[config.mk]
export PLATFORM = sky130hd
export DESIGN_NAME = branch_seq_top
export DESIGN_NICKNAME = d
export VERILOG_FILES = /design/src/rtl/bsu_pkg.sv /design/src/rtl/bsu_decode.sv /design/src/rtl/bsu_ctrl_fsm.sv /design/src/rtl/bsu_pc_path.sv /design/src/rtl/branch_seq_top.sv
export SDC_FILE = /design/constraint.sdc
export NUM_CORES = 1
export LEC_CHECK = 0
export BUFFER_PORTS_ARGS = -buffer_cell sky130_fd_sc_hd__buf_2
export CAP_MARGIN = 20
export CORE_ASPECT_RATIO = 1.75
export CORE_MARGIN = 5
export CORE_UTILIZATION = 40
export CTS_BUF_LIST = sky130_fd_sc_hd__clkbuf_16
export CTS_CLUSTER_DIAMETER = 100
export DETAILED_ROUTE_END_ITERATION = 6
export PLACE_DENSITY_LB_ADDON = 0.3
export RECOVER_POWER = 25
export SLEW_MARGIN = 5
export SYNTH_ARGS = -nofsm -noshare
export SYNTH_HDL_FRONTEND = slang
export SYNTH_SLANG_ARGS = --single-unit
[constraint.sdc]
create_clock -name clk -period 3.2 [get_ports clk]
set_clock_uncertainty 0.1 [all_clocks]
set_input_delay 0.64 -clock clk [delete_from_list [all_inputs] [get_ports clk]]
set_output_delay 0.64 -clock clk [all_outputs]
set_load 0.05 [all_outputs]
[src/rtl/bsu_pkg.sv]
package bsu_pkg;

    localparam logic [7:0] OPC_JC   = 8'h20;
    localparam logic [7:0] OPC_JNC  = 8'h21;
    localparam logic [7:0] OPC_JZ   = 8'h22;
    localparam logic [7:0] OPC_JNZ  = 8'h23;
    localparam logic [7:0] OPC_JS   = 8'h24;
    localparam logic [7:0] OPC_JNS  = 8'h25;
    localparam logic [7:0] OPC_JMP  = 8'h26;
    localparam logic [7:0] OPC_CALL = 8'h27;
    localparam logic [7:0] OPC_RET  = 8'h28;
    localparam logic [7:0] OPC_IRET = 8'h29;
    localparam logic [7:0] OPC_JMPR = 8'h2A;

    typedef enum logic [2:0] {
        ST_IDLE,
        ST_HOLD,
        ST_RDLO,
        ST_RDHI,
        ST_FIN
    } bsu_state_e;

    typedef enum logic [2:0] {
        K_NONE,
        K_BRANCH,
        K_CALL,
        K_RET,
        K_IRET,
        K_IND
    } bsu_kind_e;

endpackage

[src/rtl/bsu_decode.sv]
module bsu_decode
    import bsu_pkg::*;
#(
    parameter int OPC_W = 8
) (
    input  logic [OPC_W-1:0] opcode,
    input  logic             flag_c,
    input  logic             flag_z,
    input  logic             flag_s,
    output bsu_kind_e        kind,
    output logic             taken
);

    always_comb begin
        kind  = K_NONE;
        taken = 1'b0;
        unique case (opcode)
            OPC_JC:   begin kind = K_BRANCH; taken =  flag_c; end
            OPC_JNC:  begin kind = K_BRANCH; taken = !flag_c; end
            OPC_JZ:   begin kind = K_BRANCH; taken =  flag_z; end
            OPC_JNZ:  begin kind = K_BRANCH; taken = !flag_z; end
            OPC_JS:   begin kind = K_BRANCH; taken =  flag_s; end
            OPC_JNS:  begin kind = K_BRANCH; taken = !flag_s; end
            OPC_JMP:  begin kind = K_BRANCH; taken = 1'b1;    end
            OPC_CALL: begin kind = K_CALL;   taken = 1'b1;    end
            OPC_RET:  kind = K_RET;
            OPC_IRET: kind = K_IRET;
            OPC_JMPR: kind = K_IND;
            default:  kind = K_NONE;
        endcase
    end

endmodule

[src/rtl/bsu_ctrl_fsm.sv]
module bsu_ctrl_fsm
    import bsu_pkg::*;
(
    input  logic       clk,
    input  logic       rst_n,
    input  logic       start,
    input  bsu_kind_e  kind,
    input  logic       ptr_odd,
    output bsu_state_e state,
    output logic       accept,
    output logic       done,
    output logic       push,
    output logic       pop,
    output logic       bad_ptr,
    output logic       ie_restore
);

    bsu_state_e nxt;
    bsu_kind_e  kind_q;
    logic       bad_q;

    assign accept = (state == ST_IDLE) && start && (kind != K_NONE);

    // next-state logic
    always_comb begin
        nxt = state;
        unique case (state)
            ST_IDLE: begin
                if (accept) begin
                    unique case (kind)
                        K_BRANCH, K_CALL: nxt = ST_HOLD;
                        K_RET, K_IRET:    nxt = ST_FIN;
                        K_IND:            nxt = ptr_odd ? ST_FIN : ST_RDLO;
                        default:          nxt = ST_IDLE;
                    endcase
                end
            end
            ST_HOLD: nxt = ST_FIN;
            ST_RDLO: nxt = ST_RDHI;
            ST_RDHI: nxt = ST_FIN;
            ST_FIN:  nxt = ST_IDLE;
            default: nxt = ST_IDLE;
        endcase
    end

    // state register with the instruction class latched at acceptance
    always_ff @(posedge clk) begin
        if (!rst_n) begin
            state  <= ST_IDLE;
            kind_q <= K_NONE;
            bad_q  <= 1'b0;
        end else begin
            state <= nxt;
            if (accept) begin
                kind_q <= kind;
                bad_q  <= (kind == K_IND) && ptr_odd;
            end
        end
    end

    // outputs
    always_comb begin
        done       = (state == ST_FIN);
        push       = done && (kind_q == K_CALL);
        ie_restore = done && (kind_q == K_IRET);
        bad_ptr    = done && bad_q;
        pop        = accept && ((kind == K_RET) || (kind == K_IRET));
    end

    p_done_single_r13: assert property (@(posedge clk) disable iff (!rst_n)
        done |=> !done);

    p_branch_latency_r9: assert property (@(posedge clk) disable iff (!rst_n)
        (accept && (kind == K_BRANCH || kind == K_CALL)) |-> ##2 done);

    p_return_latency_r9: assert property (@(posedge clk) disable iff (!rst_n)
        (accept && (kind == K_RET || kind == K_IRET)) |=> done);

    p_ind_latency_r9: assert property (@(posedge clk) disable iff (!rst_n)
        (accept && kind == K_IND && !ptr_odd) |-> ##3 (done && !bad_ptr));

    p_odd_ptr_r8: assert property (@(posedge clk) disable iff (!rst_n)
        (accept && kind == K_IND && ptr_odd) |=> (done && bad_ptr));

    p_rdhi_order_r7: assert property (@(posedge clk) disable iff (!rst_n)
        (state == ST_RDHI) |-> ($past(state) == ST_RDLO));

    p_no_push_pop_r4: assert property (@(posedge clk) disable iff (!rst_n)
        !(push && pop));

    p_busy_ignore_r11: assert property (@(posedge clk) disable iff (!rst_n)
        (state != ST_IDLE && start) |=> ($past(state) != ST_FIN || state == ST_IDLE));

endmodule

[src/rtl/bsu_pc_path.sv]
module bsu_pc_path
    import bsu_pkg::*;
#(
    parameter int DATA_W = 8,
    parameter int ADDR_W = 16
) (
    input  logic              clk,
    input  logic              rst_n,
    input  bsu_state_e        state,
    input  logic              accept,
    input  bsu_kind_e         kind,
    input  logic              taken,
    input  logic [DATA_W-1:0] op_lo,
    input  logic [DATA_W-1:0] op_hi,
    input  logic [ADDR_W-1:0] pc_in,
    input  logic [DATA_W-1:0] rf_rdata,
    input  logic [ADDR_W-1:0] stk_rdata,
    output logic [DATA_W-1:0] rf_raddr,
    output logic [ADDR_W-1:0] ret_addr,
    output logic [ADDR_W-1:0] pc_next
);

    localparam logic [ADDR_W-1:0] LEN_LONG = ADDR_W'(3);
    localparam logic [ADDR_W-1:0] LEN_IND  = ADDR_W'(2);

    logic [ADDR_W-1:0] pc_q;
    logic [ADDR_W-1:0] ret_q;
    logic [DATA_W-1:0] ptr_q;
    logic [DATA_W-1:0] lo_q;
    logic [ADDR_W-1:0] direct_tgt;
    logic [ADDR_W-1:0] seq_long;

    assign direct_tgt = {op_hi, op_lo};
    assign seq_long   = pc_in + LEN_LONG;

    always_ff @(posedge clk) begin
        if (!rst_n) begin
            pc_q  <= '0;
            ret_q <= '0;
            ptr_q <= '0;
            lo_q  <= '0;
        end else begin
            if (accept) begin
                unique case (kind)
                    K_BRANCH: pc_q <= taken ? direct_tgt : seq_long;
                    K_CALL: begin
                        pc_q  <= direct_tgt;
                        ret_q <= seq_long;
                    end
                    K_RET, K_IRET: pc_q <= stk_rdata;
                    K_IND: begin
                        ptr_q <= op_lo;
                        if (op_lo[0]) pc_q <= pc_in + LEN_IND;
                    end
                    default: pc_q <= pc_q;
                endcase
            end
            if (state == ST_RDLO) lo_q <= rf_rdata;
            if (state == ST_RDHI) pc_q <= {rf_rdata, lo_q};
        end
    end

    always_comb begin
        unique case (state)
            ST_RDLO: rf_raddr = ptr_q;
            ST_RDHI: rf_raddr = {ptr_q[DATA_W-1:1], 1'b1};
            default: rf_raddr = '0;
        endcase
    end

    assign ret_addr = ret_q;
    assign pc_next  = pc_q;

    p_pc_hold_r13: assert property (@(posedge clk) disable iff (!rst_n)
        (state == ST_IDLE && !accept) |=> $stable(pc_q));

    p_read_even_r7: assert property (@(posedge clk) disable iff (!rst_n)
        (state == ST_RDLO) |-> !rf_raddr[0]);

endmodule

[src/rtl/branch_seq_top.sv]
module branch_seq_top
    import bsu_pkg::*;
#(
    parameter int DATA_W = 8,
    parameter int ADDR_W = 2 * DATA_W
) (
    input  logic              clk,
    input  logic              rst_n,
    input  logic              start,
    input  logic [DATA_W-1:0] opcode,
    input  logic [DATA_W-1:0] op_lo,
    input  logic [DATA_W-1:0] op_hi,
    input  logic [ADDR_W-1:0] pc_in,
    input  logic              flag_c,
    input  logic              flag_z,
    input  logic              flag_s,
    output logic [DATA_W-1:0] rf_raddr,
    input  logic [DATA_W-1:0] rf_rdata,
    input  logic [ADDR_W-1:0] stk_rdata,
    output logic              stk_push,
    output logic              stk_pop,
    output logic [ADDR_W-1:0] stk_wdata,
    output logic [ADDR_W-1:0] pc_next,
    output logic              done,
    output logic              bad_ptr,
    output logic              ie_restore
);

    bsu_kind_e  kind;
    logic       taken;
    bsu_state_e state;
    logic       accept;

    bsu_decode #(.OPC_W(DATA_W)) u_dec (
        .opcode (opcode),
        .flag_c (flag_c),
        .flag_z (flag_z),
        .flag_s (flag_s),
        .kind   (kind),
        .taken  (taken)
    );

    bsu_ctrl_fsm u_fsm (
        .clk        (clk),
        .rst_n      (rst_n),
        .start      (start),
        .kind       (kind),
        .ptr_odd    (op_lo[0]),
        .state      (state),
        .accept     (accept),
        .done       (done),
        .push       (stk_push),
        .pop        (stk_pop),
        .bad_ptr    (bad_ptr),
        .ie_restore (ie_restore)
    );

    bsu_pc_path #(.DATA_W(DATA_W), .ADDR_W(ADDR_W)) u_pc (
        .clk       (clk),
        .rst_n     (rst_n),
        .state     (state),
        .accept    (accept),
        .kind      (kind),
        .taken     (taken),
        .op_lo     (op_lo),
        .op_hi     (op_hi),
        .pc_in     (pc_in),
        .rf_rdata  (rf_rdata),
        .stk_rdata (stk_rdata),
        .rf_raddr  (rf_raddr),
        .ret_addr  (stk_wdata),
        .pc_next   (pc_next)
    );

    p_ie_only_done_r6: assert property (@(posedge clk) disable iff (!rst_n)
        ie_restore |-> (done && !stk_push));

    p_push_ends_r4: assert property (@(posedge clk) disable iff (!rst_n)
        stk_push |=> !stk_push);

endmodule

==> results of run 1 <==
stage by stage:
step / hold WS, ns / setup slack (ns)
3_3_place_gp: 0.341 / 0.383
5_1_grt: 0.391 / 0.314
3_5_place_dp: 0.346 / 0.318
2_1_floorplan: 0.333 / 0.195
4_1_cts: 0.357 / 0.436
6_report: 0.357 / 0.453
cell usage after synthesis (10+ instances only):
cell	number	share of area [%]
a211oi_1	24	5.1
a21oi_1	31	4.4
a22oi_1	10	2.1
and2_1	12	2.1
buf_2	14	2.0
clkbuf_1	21	2.2
dfxtp_1	55	31
mux2i_1	13	3.7
nand2_1	28	3.0
nor2_1	49	5.2
nor3_1	23	3.2
o21a_1	15	3.2
o21ai_0	16	2.3
xnor2_1	21	5.2
layout make-up:
cell class / instances / area [µm²]
clock buffers: 5 / 125
well taps: 117 / 146
inverters: 9 / 33.8
clock inverters: 3 / 67.6
multi-input cells: 345 / 2230
repair buffers: 124 / 627
fillers: 927 / 4340
flip-flops and latches: 55 / 1100
path summary, 6_finish.rpt:
path | startpoint | to | slack (ns) | cells after the start
max | opcode[4] | stk_pop | 0.45 | 5
min | u_pc.lo_q[1] | u_pc.lo_q[1] | 0.36 | 2
max reg2reg | u_fsm.state[0] | u_pc.pc_next[7] | 0.76 | 6
min reg2reg | u_pc.lo_q[1] | u_pc.lo_q[1] | 0.36 | 2
power by group through the flow:
stage               combinational [W]  sequential, W  clock, W
detailed placement           0.000234       0.000706         0
finish                       0.000239       0.000690  0.000713
CTS                          0.000235       0.000690  0.000724
global route                 0.000257       0.000690  0.000750
floorplan                    0.000123       0.000717         0
global placement             0.000232       0.000706         0
registers in the layout, indices dropped and copies added (netlist names):
signal / flops
u_fsm.bad_q: 1
u_fsm.kind_q: 3
u_fsm.state: 3
u_pc.lo_q: 8
u_pc.pc_next: 16
u_pc.ptr_q: 8
u_pc.ret_addr: 16
worst max-delay path, stage by stage:
cell     delay, ns
buf_2         0.12
or4b_1        0.55
nor3_1        0.24
nor2b_2       0.18
buf_2         0.27
kinds of logic after synthesis:
logic type / Yosys count / share of synthesized area [%]
muxes: 14 / 3.99
xor gates and xnor gates: 28 / 6.92
DFF: 55 / 31.1
adders and majority gates: 3 / 1.06
and+or+nand+nor: 156 / 22.2
buffers and inverters: 48 / 6.07
AOI/OAI and AO/OA: 144 / 28.7
per-layer routing:
layer  vias to the layer above  track usage [%]  routed length (µm)
met4                         0             12.4                 642
met3                        46             5.47                1270
met5                         -                0                   0
li1                       1824                -                   -
met1                      1818             24.4                4300
met2                       230             41.8                6530
==> impl_metrics.env, run 1 <==
export IMPL_fin_util_pct=50.0
export IMPL_cts_setup_buffers=0
export IMPL_detail_route_first_pass_iterations=5
export IMPL_grt_max_degree=36
export IMPL_p_leak_nw=1.60
export IMPL_chipHeight_um=135
export IMPL_clock_sinks=55
export IMPL_drive_gt1_share_pct=21.6
export IMPL_die_x_um=81.2
export IMPL_n_antenna_cell=0
export IMPL_p_sw_share_pct=25.6
export IMPL_finalSetupTns_ns=0
export IMPL_critPathLaunchType="input port"
export IMPL_io_buffers=114
export IMPL_final_common_cell="buf_2"
export IMPL_p_total_w=0.00164
export IMPL_vias=3918
export IMPL_most_common_layout_cells="buf_2, dfxtp_1, nor2_1"
export IMPL_remaining_drc_errors=0
export IMPL_root_buffer="clkbuf_16"
export IMPL_intPower_w=0.00122
export IMPL_ys_warn_count=0
export IMPL_outcome="completed"
export IMPL_clk_insertion_delay_late_ns=0.30
export IMPL_cts_clk_slew_worst_paths_ns=0.07
export IMPL_hp_class="reg2reg"
export IMPL_area_delta_synth_final_pct=22.3
export IMPL_syn_inst=448
export IMPL_wl_per_cell_um=19.4
export IMPL_wl_mm=12.7
export IMPL_p_switching_w=0.000421
export IMPL_overflow=0
export IMPL_power_density_mw_per_mm2=379
export IMPL_syn_area_per_cell_um2=7.91
export IMPL_cts_resized_gates=0
export IMPL_rsz0062_at_grt="no"
export IMPL_gp_congestion=0.963
export IMPL_p_clk_share_pct=43.4
export IMPL_via_per_inst=5.95
export IMPL_antenna_left=0
export IMPL_comb_power_share_pct=14.6
export IMPL_syn_area_mm2=0.00355
export IMPL_drtIter0Drc=402
export IMPL_async_flop_share_pct=0
export IMPL_fmax_mhz=364
export IMPL_hold_viol=0
export IMPL_worstSetupEndpointType="primary output"
export IMPL_grt_pass1_wl_mm=19.5
export IMPL_worst_pin_slew_ns=0.653
export IMPL_cts_tree="done"
export IMPL_row_count=45
export IMPL_worstPathArrival_ns=2.01
export IMPL_final_max_slew_viol_count=0
export IMPL_crit_type="in2out"
export IMPL_worstPathMaxFanout=2
export IMPL_placedCellCount=650
export IMPL_ys_ff_latch=55
export IMPL_yosysUniqueCellTypes=62
export IMPL_clk_path_buf_depth=2
export IMPL_start_util_pct=40.9
export IMPL_ir_drop_mv=0.278
export IMPL_crit_required_ns=2.46
export IMPL_final_area_mm2=0.00434
export IMPL_grt_pass1_vias=3824
export IMPL_final_cells=658
export IMPL_ioPinCount=115
export IMPL_coreArea_mm2=0.00867
export IMPL_placed_cell_area_mm2=0.00417
export IMPL_htreeDepth=2
export IMPL_grt_antenna_before_repair=0
export IMPL_synth_fp_nets=521
export IMPL_synth_edf_count=0
export IMPL_setup_violations=0
export IMPL_hpwl_mm=10.1
export IMPL_cts_hold_buf=0
export IMPL_final_period_utilization_pct=85.9
export IMPL_fin_nets=613
export IMPL_maxCapViolations=0
export IMPL_relSlewSlack_pct=56.4
export IMPL_track_usage_pct=23.3
export IMPL_power_share_sequential_pct=42.0
export IMPL_yosysSeqAreaShare_pct=31.1
export IMPL_cts_buffers=5
export IMPL_synth_main_ff_cell="dfxtp_1"
export IMPL_min_period_ns=2.75
export IMPL_die_area_mm2=0.0109
Power figures use the tool's default switching activity.
==> run 2: changes to the inputs <==
Settings changed: REMOVE_ABC_BUFFERS set to 1.
==> run 2 against run 1 <==
  * Final area decreased by 0.61%
  * Sequential share of layout area grew 0.15 points
  * Critical path type unchanged
  * Clock power down 26%
  * Global-route usage is 1.3 points lower
  * Critical endpoint unchanged
  * Largest power group is now sequential cells
  * Critical path depth unchanged
  * Routed wire length decreased by 5.7%
  * Core utilization is 0.30 points lower
  * Highest routed layer unchanged
  * Combinational power about the same
  * Die area unchanged
  * Non-clock buffer count up 6
==> impl_metrics.env, run 2 (same netlist as run 1, synthesis figures left out) <==
export IMPL_grt_max_degree=30
export IMPL_grt_antenna_before_repair=0
export IMPL_cts_buffers=5
export IMPL_worst_pin_slew_ns=0.760
export IMPL_gp_congestion=0.879
export IMPL_chipHeight_um=135
export IMPL_maxCapViolations=0
export IMPL_final_max_slew_viol_count=0
export IMPL_cts_resized_gates=0
export IMPL_area_delta_synth_final_pct=21.5
export IMPL_detail_route_first_pass_iterations=5
export IMPL_cpMostUsedCell="buf_2"
export IMPL_die_area_mm2=0.0109
export IMPL_min_period_ns=2.84
export IMPL_fmax_mhz=352
export IMPL_crit_required_ns=2.46
export IMPL_r2r_start="u_fsm.state[0]"
export IMPL_p_total_w=0.00145
export IMPL_p_sw_share_pct=27.1
export IMPL_coreArea_mm2=0.00867
export IMPL_clk_insertion_delay_late_ns=0.29
export IMPL_cts_tree="done"
export IMPL_htreeDepth=2
export IMPL_n_antenna_cell=0
export IMPL_rr_endpoint="u_pc.pc_next[15]"
export IMPL_fin_nets=619
export IMPL_reg2regPathDepth=6
export IMPL_hold_path_end="u_pc.lo_q[5]"
export IMPL_antenna_left=0
export IMPL_clk_path_buf_depth=2
export IMPL_comb_power_share_pct=16.3
export IMPL_p_leak_nw=1.60
export IMPL_root_buffer="clkbuf_16"
export IMPL_power_density_mw_per_mm2=337
export IMPL_remaining_drc_errors=0
export IMPL_power_share_sequential_pct=47.5
export IMPL_hold_path_depth=2
export IMPL_ioPinCount=115
export IMPL_clock_sinks=55
export IMPL_crit_type="in2out"
export IMPL_start_util_pct=40.9
export IMPL_drive_gt1_share_pct=21.8
export IMPL_ir_drop_mv=0.201
export IMPL_cts_clk_slew_worst_paths_ns=0.07
export IMPL_via_per_inst=5.75
export IMPL_worstPathArrival_ns=2.10
export IMPL_wl_mm=12.0
export IMPL_worstPathMaxFanout=4
export IMPL_vias=3816
export IMPL_hold_viol=0
export IMPL_cts_hold_buf=0
export IMPL_grt_pass1_vias=3765
export IMPL_overflow=0
export IMPL_hpwl_mm=9.51
export IMPL_wl_per_cell_um=18.1
export IMPL_row_count=45
export IMPL_drtIter0Drc=246
export IMPL_cts_setup_buffers=0
export IMPL_final_period_utilization_pct=88.7
export IMPL_critPathLaunchType="input port"
export IMPL_cpMaxStageDelayCell="or4b_1"
export IMPL_p_switching_w=0.000394
export IMPL_min_from="u_pc.lo_q[5]"
export IMPL_most_common_layout_cells="buf_2, dfxtp_1, nor2_1"
export IMPL_final_common_cell="buf_2"
export IMPL_slowest_delay_ns=0.63
export IMPL_r2r_slack_ns=0.93
export IMPL_hp_class="reg2reg"
export IMPL_worstSetupEndpointType="primary output"
export IMPL_grt_pass1_wl_mm=18.8
export IMPL_track_usage_pct=22.1
export IMPL_path_cells="buf_2 > or4b_1 > nor3_1 > nor2b_1 > buf_2"
export IMPL_die_x_um=81.2
export IMPL_intPower_w=0.00106
export IMPL_rsz0062_at_grt="no"
export IMPL_relSlewSlack_pct=49.2
export IMPL_io_buffers=114
export IMPL_p_clk_share_pct=36.2
export IMPL_outcome="completed"
export IMPL_fin_hold_ws_ns=0.364
export IMPL_setup_violations=0
==> run 2: layout make-up <==
class / instances / area, µm²
Multi-Input combinational cell: 345 / 2230
Fill cell: 914 / 4360
Clock buffer: 5 / 125
Tap cell: 117 / 146
Sequential cell: 55 / 1100
Inverter: 9 / 33.8
Timing Repair Buffer: 130 / 659
Clock inverter: 3 / 11.3
==> run 2: per-stage QoR <==
| stage | utilization (%) | instance area (µm²) | setup TNS (ns) | cells | worst slack (ns) |
|---|---|---|---|---|---|
| 3_3_place_gp | 48.5 | 4200 | 0 | 656 | 0.411 |
| 2_1_floorplan | - | 3360 | -1.18 | 409 | -0.460 |
| 6_report | 49.7 | 4310 | 0 | 664 | 0.362 |
| 4_1_cts | 50.1 | 4340 | 0 | 664 | 0.379 |
| 3_5_place_dp | 48.5 | 4200 | 0 | 656 | 0.395 |
| 5_1_grt | 49.7 | 4310 | 0 | 664 | 0.342 |
==> run 2: metal layers <==
layer / wire [µm] / global-route usage [%] / vias up / share of wire [%]
met4: 624 / 12.9 / 0 / 5.2
met2: 6090 / 38.7 / 164 / 51
met1: 4510 / 24.4 / 1775 / 38
li1: - / - / 1836 / -
met3: 788 / 3.67 / 41 / 6.6
met5: 0 / 0 / - / 0
==> run 2: how the worst max path moves through the flow <==
| stage | from | end | slack, ns | cells after the start |
|---|---|---|---|---|
| after floorplan | opcode[4] | stk_pop | -0.46 | 3 |
| after global placement | opcode[4] | stk_pop | 0.41 | 5 |
| after detailed placement | opcode[4] | stk_pop | 0.39 | 5 |
| after CTS | opcode[4] | stk_pop | 0.38 | 5 |
| after global routing | opcode[4] | stk_pop | 0.34 | 5 |
| final | opcode[4] | stk_pop | 0.36 | 5 |
==> run 2: power by group through the flow <==
stage | registers (W) | logic [W] | clock network [W]
2_1_floorplan | 0.000717 | 0.000100 | 0
3_3_place_gp | 0.000706 | 0.000230 | 0
3_5_place_dp | 0.000706 | 0.000232 | 0
4_1_cts | 0.000690 | 0.000234 | 0.000539
5_1_grt | 0.000690 | 0.000255 | 0.000563
6_report | 0.000690 | 0.000236 | 0.000526
==> run 2: worst max-delay path, delay by kind of cell <==
kind          cells  cell delay (ns)
buf+inv           2             0.39
simple gates      3             1.06
==> run 3: changes to the inputs <==
Settings changed: ABC_AREA set to 1, CORE_UTILIZATION 40 to 52.
Clock period 3.2 ns to 2.7 ns, I/O delays scaled along.
==> run 3 against run 2 <==
  * Clock power increased by 41%
  * Largest cell class unchanged
  * Core utilization up 14 points
  * Critical path depth increased by 1
  * Critical path type is now reg2out
  * Final cell count is 25% higher
  * Hold slack worse by 0.011 ns
  * Non-clock buffer count is 7 lower
  * Total power increased by 26%
  * Sequential cell count did not move
  * Final area up 6.3%
  * Synthesized cell count grew 42%
  * Clock-buffer cell count did not move
==> impl_metrics.env, run 3 <==
export IMPL_n_antenna_cell=0
export IMPL_ioPinCount=115
export IMPL_post_synth_top_area_cell="dfxtp_1"
export IMPL_synthTopCellsByCount="nand2_1, nor2_1, inv_1"
export IMPL_rr_endpoint="u_pc.pc_next[1]"
export IMPL_min_from="u_pc.ptr_q[7]"
export IMPL_via_per_inst=5.41
export IMPL_grt_antenna_before_repair=0
export IMPL_cts_buffers=5
export IMPL_fin_nets=820
export IMPL_crit_required_ns=2.06
export IMPL_yosysUniqueCellTypes=36
export IMPL_p_clk_share_pct=40.5
export IMPL_cts_setup_buffers=0
export IMPL_placed_cell_area_mm2=0.00445
export IMPL_ys_ff_latch=55
export IMPL_worst_pin_slew_ns=0.676
export IMPL_final_max_slew_viol_count=0
export IMPL_hold_path_depth=2
export IMPL_power_share_sequential_pct=44.7
export IMPL_min_period_ns=2.39
export IMPL_path_cells="inv_1 > nand3_1 > nor2_1 > nand2_4 > nor2_1 > buf_2"
export IMPL_htreeDepth=2
export IMPL_crit_type="reg2out"
export IMPL_worstSetupEndpointType="primary output"
export IMPL_critical_path_cell_count=6
export IMPL_wl_per_cell_um=14.5
export IMPL_overflow=0
export IMPL_die_x_um=75.0
export IMPL_most_common_layout_cells="nand2_1, nor2_1, buf_2"
export IMPL_antenna_left=0
export IMPL_relSlewSlack_pct=54.9
export IMPL_root_buffer="clkbuf_16"
export IMPL_outcome="completed"
export IMPL_cts_hold_buf=0
export IMPL_slowest_delay_ns=0.33
export IMPL_area_delta_synth_final_pct=19.0
export IMPL_worstPathMaxFanout=6
export IMPL_die_area_mm2=0.00929
export IMPL_clk_insertion_delay_late_ns=0.30
export IMPL_synth_edf_count=0
export IMPL_drtIter0Drc=287
export IMPL_async_flop_share_pct=0
export IMPL_cpMaxStageDelayCell="dfxtp_1"
export IMPL_syn_inst=638
export IMPL_clk_path_buf_depth=2
export IMPL_maxCapViolations=0
export IMPL_cts_tree="done"
export IMPL_fmax_mhz=418
export IMPL_comb_power_share_pct=14.8
export IMPL_cts_clk_slew_worst_paths_ns=0.07
export IMPL_synth_main_ff_cell="dfxtp_1"
export IMPL_p_sw_share_pct=26.6
export IMPL_grt_pass1_wl_mm=19.0
export IMPL_cpMostUsedCell="nor2_1"
export IMPL_rsz0062_at_grt="no"
export IMPL_p_switching_w=0.000488
export IMPL_intPower_w=0.00134
export IMPL_crit_family="simple AND/OR/NAND/NOR gates"
export IMPL_detail_route_first_pass_iterations=5
export IMPL_syn_area_mm2=0.00385
export IMPL_hold_viol=0
export IMPL_track_usage_pct=26.4
export IMPL_worstPathArrival_ns=1.75
export IMPL_vias=4509
export IMPL_crit_buf_inv=2
export IMPL_power_density_mw_per_mm2=400
export IMPL_synth_area_top_cells="dfxtp_1, nand2_1, nor2_1"
export IMPL_syn_area_per_cell_um2=6.03
export IMPL_row_count=41
export IMPL_yosysSeqAreaShare_pct=28.6
export IMPL_r2r_slack_ns=0.69
export IMPL_gp_congestion=0.955
export IMPL_coreArea_mm2=0.00723
export IMPL_setup_violations=0
export IMPL_wl_mm=12.1
export IMPL_final_cells=833
export IMPL_final_area_mm2=0.00458
export IMPL_reg2regPathDepth=8
export IMPL_clock_sinks=55
export IMPL_ir_drop_mv=0.234
export IMPL_chipHeight_um=124
export IMPL_hp_class="reg2reg"
export IMPL_grt_max_degree=34
export IMPL_final_common_cell="nand2_1"
export IMPL_critPathLaunchType="flip-flop"
export IMPL_remaining_drc_errors=0
export IMPL_io_buffers=114
export IMPL_yosysMostFrequentCell="nand2_1"
export IMPL_p_leak_nw=2.27
export IMPL_start_util_pct=53.2
export IMPL_hpwl_mm=9.57
export IMPL_r2r_start="u_fsm.state[1]"
export IMPL_placedCellCount=826
export IMPL_synth_top_area_share_pct=28.6
export IMPL_grt_pass1_vias=4260
export IMPL_drive_gt1_share_pct=18.9
export IMPL_ys_warn_count=0
export IMPL_final_period_utilization_pct=88.7
export IMPL_cts_resized_gates=0
export IMPL_hold_path_end="u_pc.ptr_q[7]"
## run 3: cell families (layout without fill, tap and decap cells)
logic type / count (synthesis) / count (layout) / synth area share (%)
simple gates: 371 / 371 / 42.6
fa+ha+maj: 3 / 3 / 0.976
flops: 55 / 55 / 28.6
xor+xnor: 12 / 12 / 2.73
compound gates: 96 / 96 / 13.5
buf+inv: 101 / 210 / 11.6
## run 3: area by class of cell
type | instances | area (µm²)
Sequential cell | 55 | 1100
Timing Repair Buffer | 123 | 607
Multi-Input combinational cell | 482 | 2300
Tap cell | 86 | 108
Clock buffer | 5 | 125
Fill cell | 745 | 2650
Clock inverter | 2 | 37.5
Inverter | 80 | 303
## run 3: metal layers
metal	share of wire (%)	routed length [µm]	track usage (%)	vias up
met4	3.8	464	13.4	0
met2	51	6170	46.1	193
met5	0	0	0	-
met1	39	4660	30.3	2022
li1	-	-	-	2256
met3	6.5	780	3.72	38
## run 3: power by group through the flow
| stage | Combinational [W] | Sequential [W] | Clock, W |
|---|---|---|---|
| 5_1_grt | 0.000300 | 0.000819 | 0.000777 |
| 3_3_place_gp | 0.000263 | 0.000838 | 0 |
| 6_report | 0.000270 | 0.000819 | 0.000742 |
| 4_1_cts | 0.000267 | 0.000819 | 0.000742 |
| 3_5_place_dp | 0.000266 | 0.000838 | 0 |
| 2_1_floorplan | 0.000130 | 0.000854 | 0 |
## run 3: worst max-delay path by stage
stage                         from         end
floorplan           u_fsm.state[2]  ie_restore
global placement         opcode[4]     stk_pop
detailed placement       opcode[4]     stk_pop
CTS                 u_fsm.state[0]     stk_pop
global route             opcode[4]     stk_pop
finish              u_fsm.state[1]     stk_pop
## run 3: stage by stage
stage          setup slack [ns]  util (%)  hold WS (ns)  total power [W]  TNS (ns)
2_1_floorplan             -1.19         -         0.329         0.000984     -2.38
3_3_place_gp              0.350      61.5         0.338          0.00110         0
3_5_place_dp              0.315      61.5         0.343          0.00110         0
4_1_cts                   0.314      63.7         0.354          0.00183         0
5_1_grt                   0.217      63.3         0.376          0.00190         0
6_report                  0.305      63.3         0.353          0.00183         0
## run 3: worst min-delay path, cell delays in order (launching register included)
cell and delay, ns:
dfxtp_1 0.30, inv_1 0.06, a21oi_1 0.05
